==> src/rtl/tmr_ctl_pkg.sv <==
// Package: shared offsets and layout constants for the timer control block.
// Assumes a two-bit local offset inside the block's four-byte window.
package tmr_ctl_pkg;
    localparam int OFS_W = 2;
    typedef enum logic [OFS_W-1:0] {
        OFS_CTRL   = 2'd0,
        OFS_STATUS = 2'd1,
        OFS_CLEAR  = 2'd2,
        OFS_LEVEL  = 2'd3
    } tmr_ofs_e;
endpackage

==> src/rtl/tmr_clk_div.sv <==
// Module: divides the bus clock by DIV_RATIO into a near-square timer clock.
// Assumes DIV_RATIO >= 2; output is low for the first half after reset.
module tmr_clk_div #(
    parameter int DIV_RATIO = 14
) (
    input  logic clk,
    input  logic rst_n,
    output logic tmr_clk
);
    localparam int CW   = $clog2(DIV_RATIO);
    localparam int HALF = DIV_RATIO / 2;
    localparam logic [CW-1:0] LAST = CW'(DIV_RATIO - 1);
    localparam logic [CW-1:0] HI_START = CW'(DIV_RATIO - HALF);

    logic [CW-1:0] phase_q;

    // Phase counter wraps after DIV_RATIO clocks.
    always_ff @(posedge clk) begin
        if (!rst_n)              phase_q <= '0;
        else if (phase_q == LAST) phase_q <= '0;
        else                     phase_q <= phase_q + 1'b1;
    end

    assign tmr_clk = (phase_q >= HI_START);

    // Checker state: cycles since the previous rising edge of tmr_clk.
    logic          prev_tclk_q;
    logic          seen_rise_q;
    logic [CW-1:0] gap_q;
    logic          rise_now;
    assign rise_now = tmr_clk && !prev_tclk_q;

    // Tracks spacing between rising edges for the period check.
    always_ff @(posedge clk) begin
        if (!rst_n) begin
            prev_tclk_q <= 1'b0;
            seen_rise_q <= 1'b0;
            gap_q       <= '0;
        end else begin
            prev_tclk_q <= tmr_clk;
            if (rise_now) begin
                seen_rise_q <= 1'b1;
                gap_q       <= '0;
            end else begin
                gap_q <= gap_q + 1'b1;
            end
        end
    end

    a_r10_period: assert property (@(posedge clk) disable iff (!rst_n)
        (rise_now && seen_rise_q) |-> (gap_q == LAST));
endmodule

==> src/rtl/tmr_ctrl_reg.sv <==
// Module: control register holding carry links and the interrupt enable.
// Assumes the caller qualifies the write strobe with the control offset.
module tmr_ctrl_reg #(
    parameter int NUM_CNT = 3
) (
    input  logic               clk,
    input  logic               rst_n,
    input  logic               ld_stb,
    input  logic [NUM_CNT-1:0] ld_data,
    output logic [NUM_CNT-2:0] links,
    output logic               irq_en
);
    localparam int IE_BIT = NUM_CNT - 1;

    logic [NUM_CNT-1:0] ctrl_q;

    // Loads the control bits on a qualified write.
    always_ff @(posedge clk) begin
        if (!rst_n)      ctrl_q <= '0;
        else if (ld_stb) ctrl_q <= ld_data;
    end

    assign links  = ctrl_q[IE_BIT-1:0];
    assign irq_en = ctrl_q[IE_BIT];

    a_r1_load: assert property (@(posedge clk) disable iff (!rst_n)
        ld_stb |=> (ctrl_q == $past(ld_data)));
    a_r1_hold: assert property (@(posedge clk) disable iff (!rst_n)
        !ld_stb |=> $stable(ctrl_q));
endmodule

==> src/rtl/tmr_irq_latch.sv <==
// Module: captures a rising edge of counter 0's output while enabled.
// Assumes cnt0 is synchronous to clk; a same-cycle edge beats a clear.
module tmr_irq_latch (
    input  logic clk,
    input  logic rst_n,
    input  logic irq_en,
    input  logic cnt0,
    input  logic clr_stb,
    output logic pending
);
    logic cnt0_prev_q;
    logic edge_set;

    assign edge_set = irq_en && cnt0 && !cnt0_prev_q;

    // Remembers the previous counter 0 level for edge detection.
    always_ff @(posedge clk) begin
        if (!rst_n) cnt0_prev_q <= 1'b0;
        else        cnt0_prev_q <= cnt0;
    end

    // Sets on a qualified edge, clears on a write to the clear port.
    always_ff @(posedge clk) begin
        if (!rst_n)        pending <= 1'b0;
        else if (edge_set) pending <= 1'b1;
        else if (clr_stb)  pending <= 1'b0;
    end

    a_r4_edge_sets: assert property (@(posedge clk) disable iff (!rst_n)
        (irq_en && cnt0 && !$past(cnt0)) |=> pending);
    a_r5_needs_enable: assert property (@(posedge clk) disable iff (!rst_n)
        $rose(pending) |-> $past(irq_en));
    a_r6_clear: assert property (@(posedge clk) disable iff (!rst_n)
        (clr_stb && !(irq_en && cnt0 && !cnt0_prev_q)) |=> !pending);
    a_r7_holds: assert property (@(posedge clk) disable iff (!rst_n)
        (pending && !clr_stb) |=> pending);
endmodule

==> src/rtl/timer_ctl_status.sv <==
// Module: top of the timer control block; decodes the four local offsets,
// builds the status byte and drives the interrupt request.
// Assumes address decode above this block selects the four-byte window.
module timer_ctl_status
    import tmr_ctl_pkg::*;
#(
    parameter int DATA_W    = 8,
    parameter int NUM_CNT   = 3,
    parameter int DIV_RATIO = 14
) (
    input  logic               clk,
    input  logic               rst_n,
    input  logic [OFS_W-1:0]   reg_addr,
    input  logic               reg_wr,
    input  logic [DATA_W-1:0]  reg_wdata,
    output logic [DATA_W-1:0]  reg_rdata,
    input  logic [NUM_CNT-1:0] cnt_out,
    input  logic               ext_irq,
    output logic               irq_req,
    output logic [NUM_CNT-2:0] carry_link,
    output logic               tmr_clk
);
    localparam int PAD_W = DATA_W - 1 - NUM_CNT;

    logic ctrl_stb, clr_stb, irq_en, pending;
    logic wdata_unused;

    assign ctrl_stb     = reg_wr && (reg_addr == OFS_CTRL);
    assign clr_stb      = reg_wr && (reg_addr == OFS_CLEAR);
    assign wdata_unused = ^reg_wdata[DATA_W-1:NUM_CNT];

    tmr_ctrl_reg #(.NUM_CNT(NUM_CNT)) u_ctrl (
        .clk     (clk),
        .rst_n   (rst_n),
        .ld_stb  (ctrl_stb),
        .ld_data (reg_wdata[NUM_CNT-1:0]),
        .links   (carry_link),
        .irq_en  (irq_en)
    );

    tmr_irq_latch u_latch (
        .clk     (clk),
        .rst_n   (rst_n),
        .irq_en  (irq_en),
        .cnt0    (cnt_out[0]),
        .clr_stb (clr_stb),
        .pending (pending)
    );

    tmr_clk_div #(.DIV_RATIO(DIV_RATIO)) u_div (
        .clk     (clk),
        .rst_n   (rst_n),
        .tmr_clk (tmr_clk)
    );

    // Request combines the latch with the gated chassis interrupt.
    assign irq_req = pending || (irq_en && ext_irq);

    // Read mux: only the status offset returns data.
    always_comb begin
        reg_rdata = '0;
        if (reg_addr == OFS_STATUS)
            reg_rdata = {pending, {PAD_W{1'b0}}, cnt_out};
    end

    a_r9_ext_gated: assert property (@(posedge clk) disable iff (!rst_n)
        (irq_req && !pending) |-> (irq_en && ext_irq));
    a_r11_level_inert: assert property (@(posedge clk) disable iff (!rst_n)
        (reg_wr && reg_addr == OFS_LEVEL && !pending) |=> ($stable(carry_link) && $stable(irq_en)));
    a_r8_status_pad: assert property (@(posedge clk) disable iff (!rst_n)
        (reg_rdata[DATA_W-2:NUM_CNT] == '0));
endmodule

==> config.mk <==
export PLATFORM = sky130hd
export DESIGN_NAME = timer_ctl_status
export DESIGN_NICKNAME = d
export VERILOG_FILES = /design/src/rtl/tmr_ctl_pkg.sv /design/src/rtl/tmr_clk_div.sv /design/src/rtl/tmr_ctrl_reg.sv /design/src/rtl/tmr_irq_latch.sv /design/src/rtl/timer_ctl_status.sv
export SDC_FILE = /design/constraint.sdc
export NUM_CORES = 1
export LEC_CHECK = 0
export CAP_MARGIN = 10
export CORE_MARGIN = 2
export CORE_UTILIZATION = 33
export CTS_BUF_LIST = sky130_fd_sc_hd__clkbuf_8
export CTS_CLUSTER_DIAMETER = 80
export DETAILED_ROUTE_END_ITERATION = 6
export HOLD_SLACK_MARGIN = 0.03
export PLACE_DENSITY = 0.77
export SETUP_SLACK_MARGIN = 0.05
export SLEW_MARGIN = 10
export SYNTH_ARGS = -nofsm -noshare
export SYNTH_HDL_FRONTEND = slang
export SYNTH_SLANG_ARGS = --single-unit
==> constraint.sdc <==
create_clock -name clk -period 0.9 [get_ports clk]
set_input_delay 0.135 -clock clk [delete_from_list [all_inputs] [get_ports clk]]
set_output_delay 0.135 -clock clk [all_outputs]
set_load 0.01 [all_outputs]
* Yosys cells after proc, flatten, opt, wreduce, memory -nomap -nowiden *
Cells that the tools add are included.

word-level totals
  register bits after elaboration = 9
  input bits = 17
  output and inout bits = 12
  word-level logic and storage cells = 23

cells by class
  add/sub/neg operators = 1
  order comparisons = 1
  eq/ne operators = 3
  muxes and demuxes = 3
  bitwise logic cells = 1
  reductions and logical operators = 10

operators by type and width
  kind                                                                    number
  8-bit two-way mux                                                       1
  1-bit logical AND                                                       5
  4-bit by 1-bit adder with 4-bit output (second input constant)          1
  4-bit equality test (second input constant)                             1
  4-bit by 3-bit >= comparator with 1-bit output (second input constant)  1
  2-bit by 1-bit equality test with 1-bit output (second input constant)  1
  2-bit equality test (second input constant)                             1
  2-bit zero test                                                         1
  1-bit two-way mux                                                       2
  2-bit nonzero test                                                      1
  2-bit OR reduction                                                      1
  1-bit zero test                                                         1
  1-bit logical OR                                                        1
  1-bit NOT                                                               1

* Depth between registers and ports, before layout *
  depth in word-level cells = 4
  depth in mapped cells = 5
  depth with buffers taken out = 5

* By module *
Synthesis repeated with hierarchy kept, for this count alone.

unflattened totals
  cells, all modules = 46
  area total of the unflattened synthesis = 457.9 µm²

modules (own cells, without submodules)
  module            times used  cells an instance  area each (µm²)  seq. area each (µm²)
  tmr_clk_div       1           19                 190.2            80.1
  tmr_ctrl_reg      1           9                  108.9            60.1
  timer_ctl_status  1           12                 92.6             0.0
  tmr_irq_latch     1           6                  66.3             40.0

* Worst setup path before layout *
Ideal clock, no wire load.

  kind = flip-flop to flip-flop
  start = reg u_div.phase_q[0]
  end = reg u_div.phase_q[0]
  setup time = 0.120 ns
  arrival time = 0.826 ns
  data required time = 0.780 ns
  setup slack = -0.046 ns
  stages on the path, launching flop included = 5
  path buffers = 0
  clock period less this slack = 0.946 ns
  cells stage by stage = dfxtp_1 > ha_1 > nand2_1 > o21ai_0 > nor2_1

on the way
  word-level cells in the longest chain between the ends = 2
  elaborated cells between the ends (all ways) = 3
  classes of those cells = 1 x add/sub; 1 x eq/ne; 1 x reduce/logical

RTL lines
  item                                                                                            line               RTL
  start, declared                                                                                 tmr_clk_div.sv:15  logic [CW-1:0] phase_q;
  start signal, assigned                                                                          tmr_clk_div.sv:21  else phase_q <= phase_q + 1'b1;
  parallel branches: the longest is 2 deep, another holds 4-bit by 1-bit adder with 4-bit output  --

Parallel ways; which one is timed is not known.
A chain may end at the register's enable or synchronous reset.

* Worst setup path after layout *
  start = reg u_div.phase_q[0]
  end = out tmr_clk

on the way
  word-level cells in the longest chain between the ends = 1

RTL lines
  item                                            line                    RTL
  4-bit by 3-bit >= comparator with 1-bit output  tmr_clk_div.sv:24       assign tmr_clk = (phase_q >= HI_START);
  end, declared                                   timer_ctl_status.sv:21  output logic tmr_clk

No other way between the ends.

==> flow_summary.toml <==
[run_status]
status = "finished with violations"
violations = "setup timing"

[clock_tree]
cts_sinks = 9
postCtsHoldBufs = 0
cts_tree = "yes"
htree_levels = 1
clk_latency_ns = 0.23
numCtsBuffers = 3
cts_buffer_depth = 2
clk_transition_reported_paths_ns = 0.04
cts_root_buf = "clkbuf_8"

[route]
highest_layer = "met3"
first_pass_iters = 2
vias = 418
viasPerCell = 4.40
drt-initial-drc-count = 3
dr_wl_met3_um = 125
antenna_left = 0
routedWlPerCell_um = 10.8
m1WireLength_um = 400
drc_errors = 0
wl_um = 1020
wl_met2_um = 498

[final_layout]
final_cell_mix = "buf_4, buf_2, buf_6"
fin_util = 0.616
final_cell_area_sq_um = 802
antenna_cells = 0
seq_area_sq_um = 189
num-fill-cells = 124
nNetsFinal = 100
multi_input_area_sq_um = 298
layout-drive-gt1-share = 0.463
area_growth_pct = 76.6
fin_cells = 95
layout_commonest_cell = "buf_4"

[timing]
hold_violations = 0
setup_viol = 7
fmax_ghz = 0.888
fin_crit_ns = 1.13
rsz0062_at_grt = "true"
finalSetupTns_ns = -0.626
finalCritPeriodShare = 1.25
worst_clock_skew_ns = 0.00195
slew_viol_final = 0
layout_setup_ws_ns = -0.227

[die]
die_area_sq_um = 1690
num_io_pins = 29
std_cell_rows = 13
chipWidth_um = 41.1
start_util = 0.349
core_area_sq_um = 1300
die_h_um = 41.1

[place]
gp_congestion = 0.697
dp_cells = 89
placed_area_sq_um = 728
hpwl_um = 749
place.port_buffers = 19

[power]
p_per_area_nw_per_um2 = 1360
total_leakage_power_nw = 0.398
ir_drop_uv = 1090

[run]
cap_violations = 0

[critical_path]
worstPathRequired_ns = 0.76
cpMaxStageDelayCell = "dfxtp_4"
slowest_delay_ns = 0.34
cp_max_fo = 3
regToRegStartpoint = "u_div.phase_q[0]"
end_kind = "output port"
worstSetupPathType = "flip-flop to output port"
arrival_ns = 0.99
critPathLaunchType = "flip-flop"
crit_start = "u_div.phase_q[0]"
crit_chain = "ha_4 > a21o_1 > buf_2"

[global_routing]
grt_pass1_wl_um = 1500
grt_pass1_vias = 375
grt_max_degree = 9
grt_remaining_overflow = 0
gr-usage-all-layers = 0.136
antenna_found_initial = 0

[synthesis]
seq_area_frac_synth = 0.397
synthCells = 48
synth.avg_cell_area_sq_um = 9.46
synth.distinct_cells = 17
netlist_area_sq_um = 454
synth_top_cell_by_area = "dfxtp_1"
ys_top_cells_by_area = "dfxtp_1, and2_1, mux2i_1"
ys_warn_count = 0
yosys_register_bits = 9
synth_top_area_share = 0.397

[min_path]
hp-class = "primary input to flip-flop"
worstHoldStart = "rst_n"
[path summary, 6_finish.rpt]
kind              slack, ns               end  cells past startpoint
hold reg to reg        0.48   u_latch.pending                      2
setup / recovery      -0.23           tmr_clk                      3
setup reg to reg      -0.11  u_div.phase_q[3]                      5
hold / removal         0.27  u_div.phase_q[0]                      3
[Yosys cell counts, drive strengths merged]
cell    n
nand3b  3
nor2    2
ha      2
nand4b  1
dfxtp   9
a21o    2
a21boi  3
and2    5
inv     2
buf     4
nand2   3
mux2i   3
nor3b   1
nor2b   4
o21ai   2
conb    1
a21oi   1
[repair_timing]
item | in CTS | in global routing
setup buffers | 1 | 1
pin swaps | 6 | 2
gates resized for setup | 55 | 10
setup endpoints to repair | 16 | 12
[cells by family (layout without fill, tap and decap cells)]
logic type / after synthesis / count (layout) / share of synthesized area
AND/OR/NAND/NOR: 19 / 19 / 0.275
flip-flops: 9 / 9 / 0.397
AO/OA/AOI/OAI: 8 / 8 / 0.116
buffers and inverters: 6 / 35 / 0.0827
multiplexers: 3 / 3 / 0.0661
adder cells (fa/ha/maj): 2 / 2 / 0.0551
other: 1 / 4 / 0.00826
[flip-flops by register name (all words and copies together) (netlist names)]
signal	flops
u_latch.pending	1
u_div.phase_q	4
u_latch.cnt0_prev_q	1
u_ctrl.ctrl_q	3
[layer usage]
metal	global-route usage	up-vias
li1	-	215
met1	0.145	182
met2	0.246	21
met3	0.0435	0
met4	0.0484	0
met5	0	-
[power by group]
group | internal, mW | leakage, nW | switching (mW)
sequential | 0.421 | 0.0759 | 0.0136
clock | 0.296 | 0.0269 | 0.148
combinational | 0.127 | 0.295 | 0.0871
total | 0.844 | 0.398 | 0.249
[cell type report]
type                            count  share of cell area
Multi-Input combinational cell     36               0.371
Timing Repair Buffer               29               0.301
Sequential cell                     9               0.236
Clock buffer                        3              0.0515
Tap cell                           15              0.0234
Inverter                            2              0.0125
Clock inverter                      1             0.00468
[critical path, delay by kind of cell, from the launching register on]
kind / cells / cell delay [ns]
fa+ha+maj: 1 / 0.15
compound gates: 1 / 0.14
flops: 1 / 0.34
buf+inv: 1 / 0.13
[stage by stage]
step                      power, mW  setup slack [ns]  hold slack (ns)
final                          1.09            -0.227            0.271
after global routing           1.16            -0.270            0.300
after CTS                      1.10            -0.239            0.364
after detailed placement      0.637            -0.713            0.494
after global placement        0.629            -0.710            0.470
after floorplan               0.531            0.0334            0.257
(Power assumes the default switching activity.)
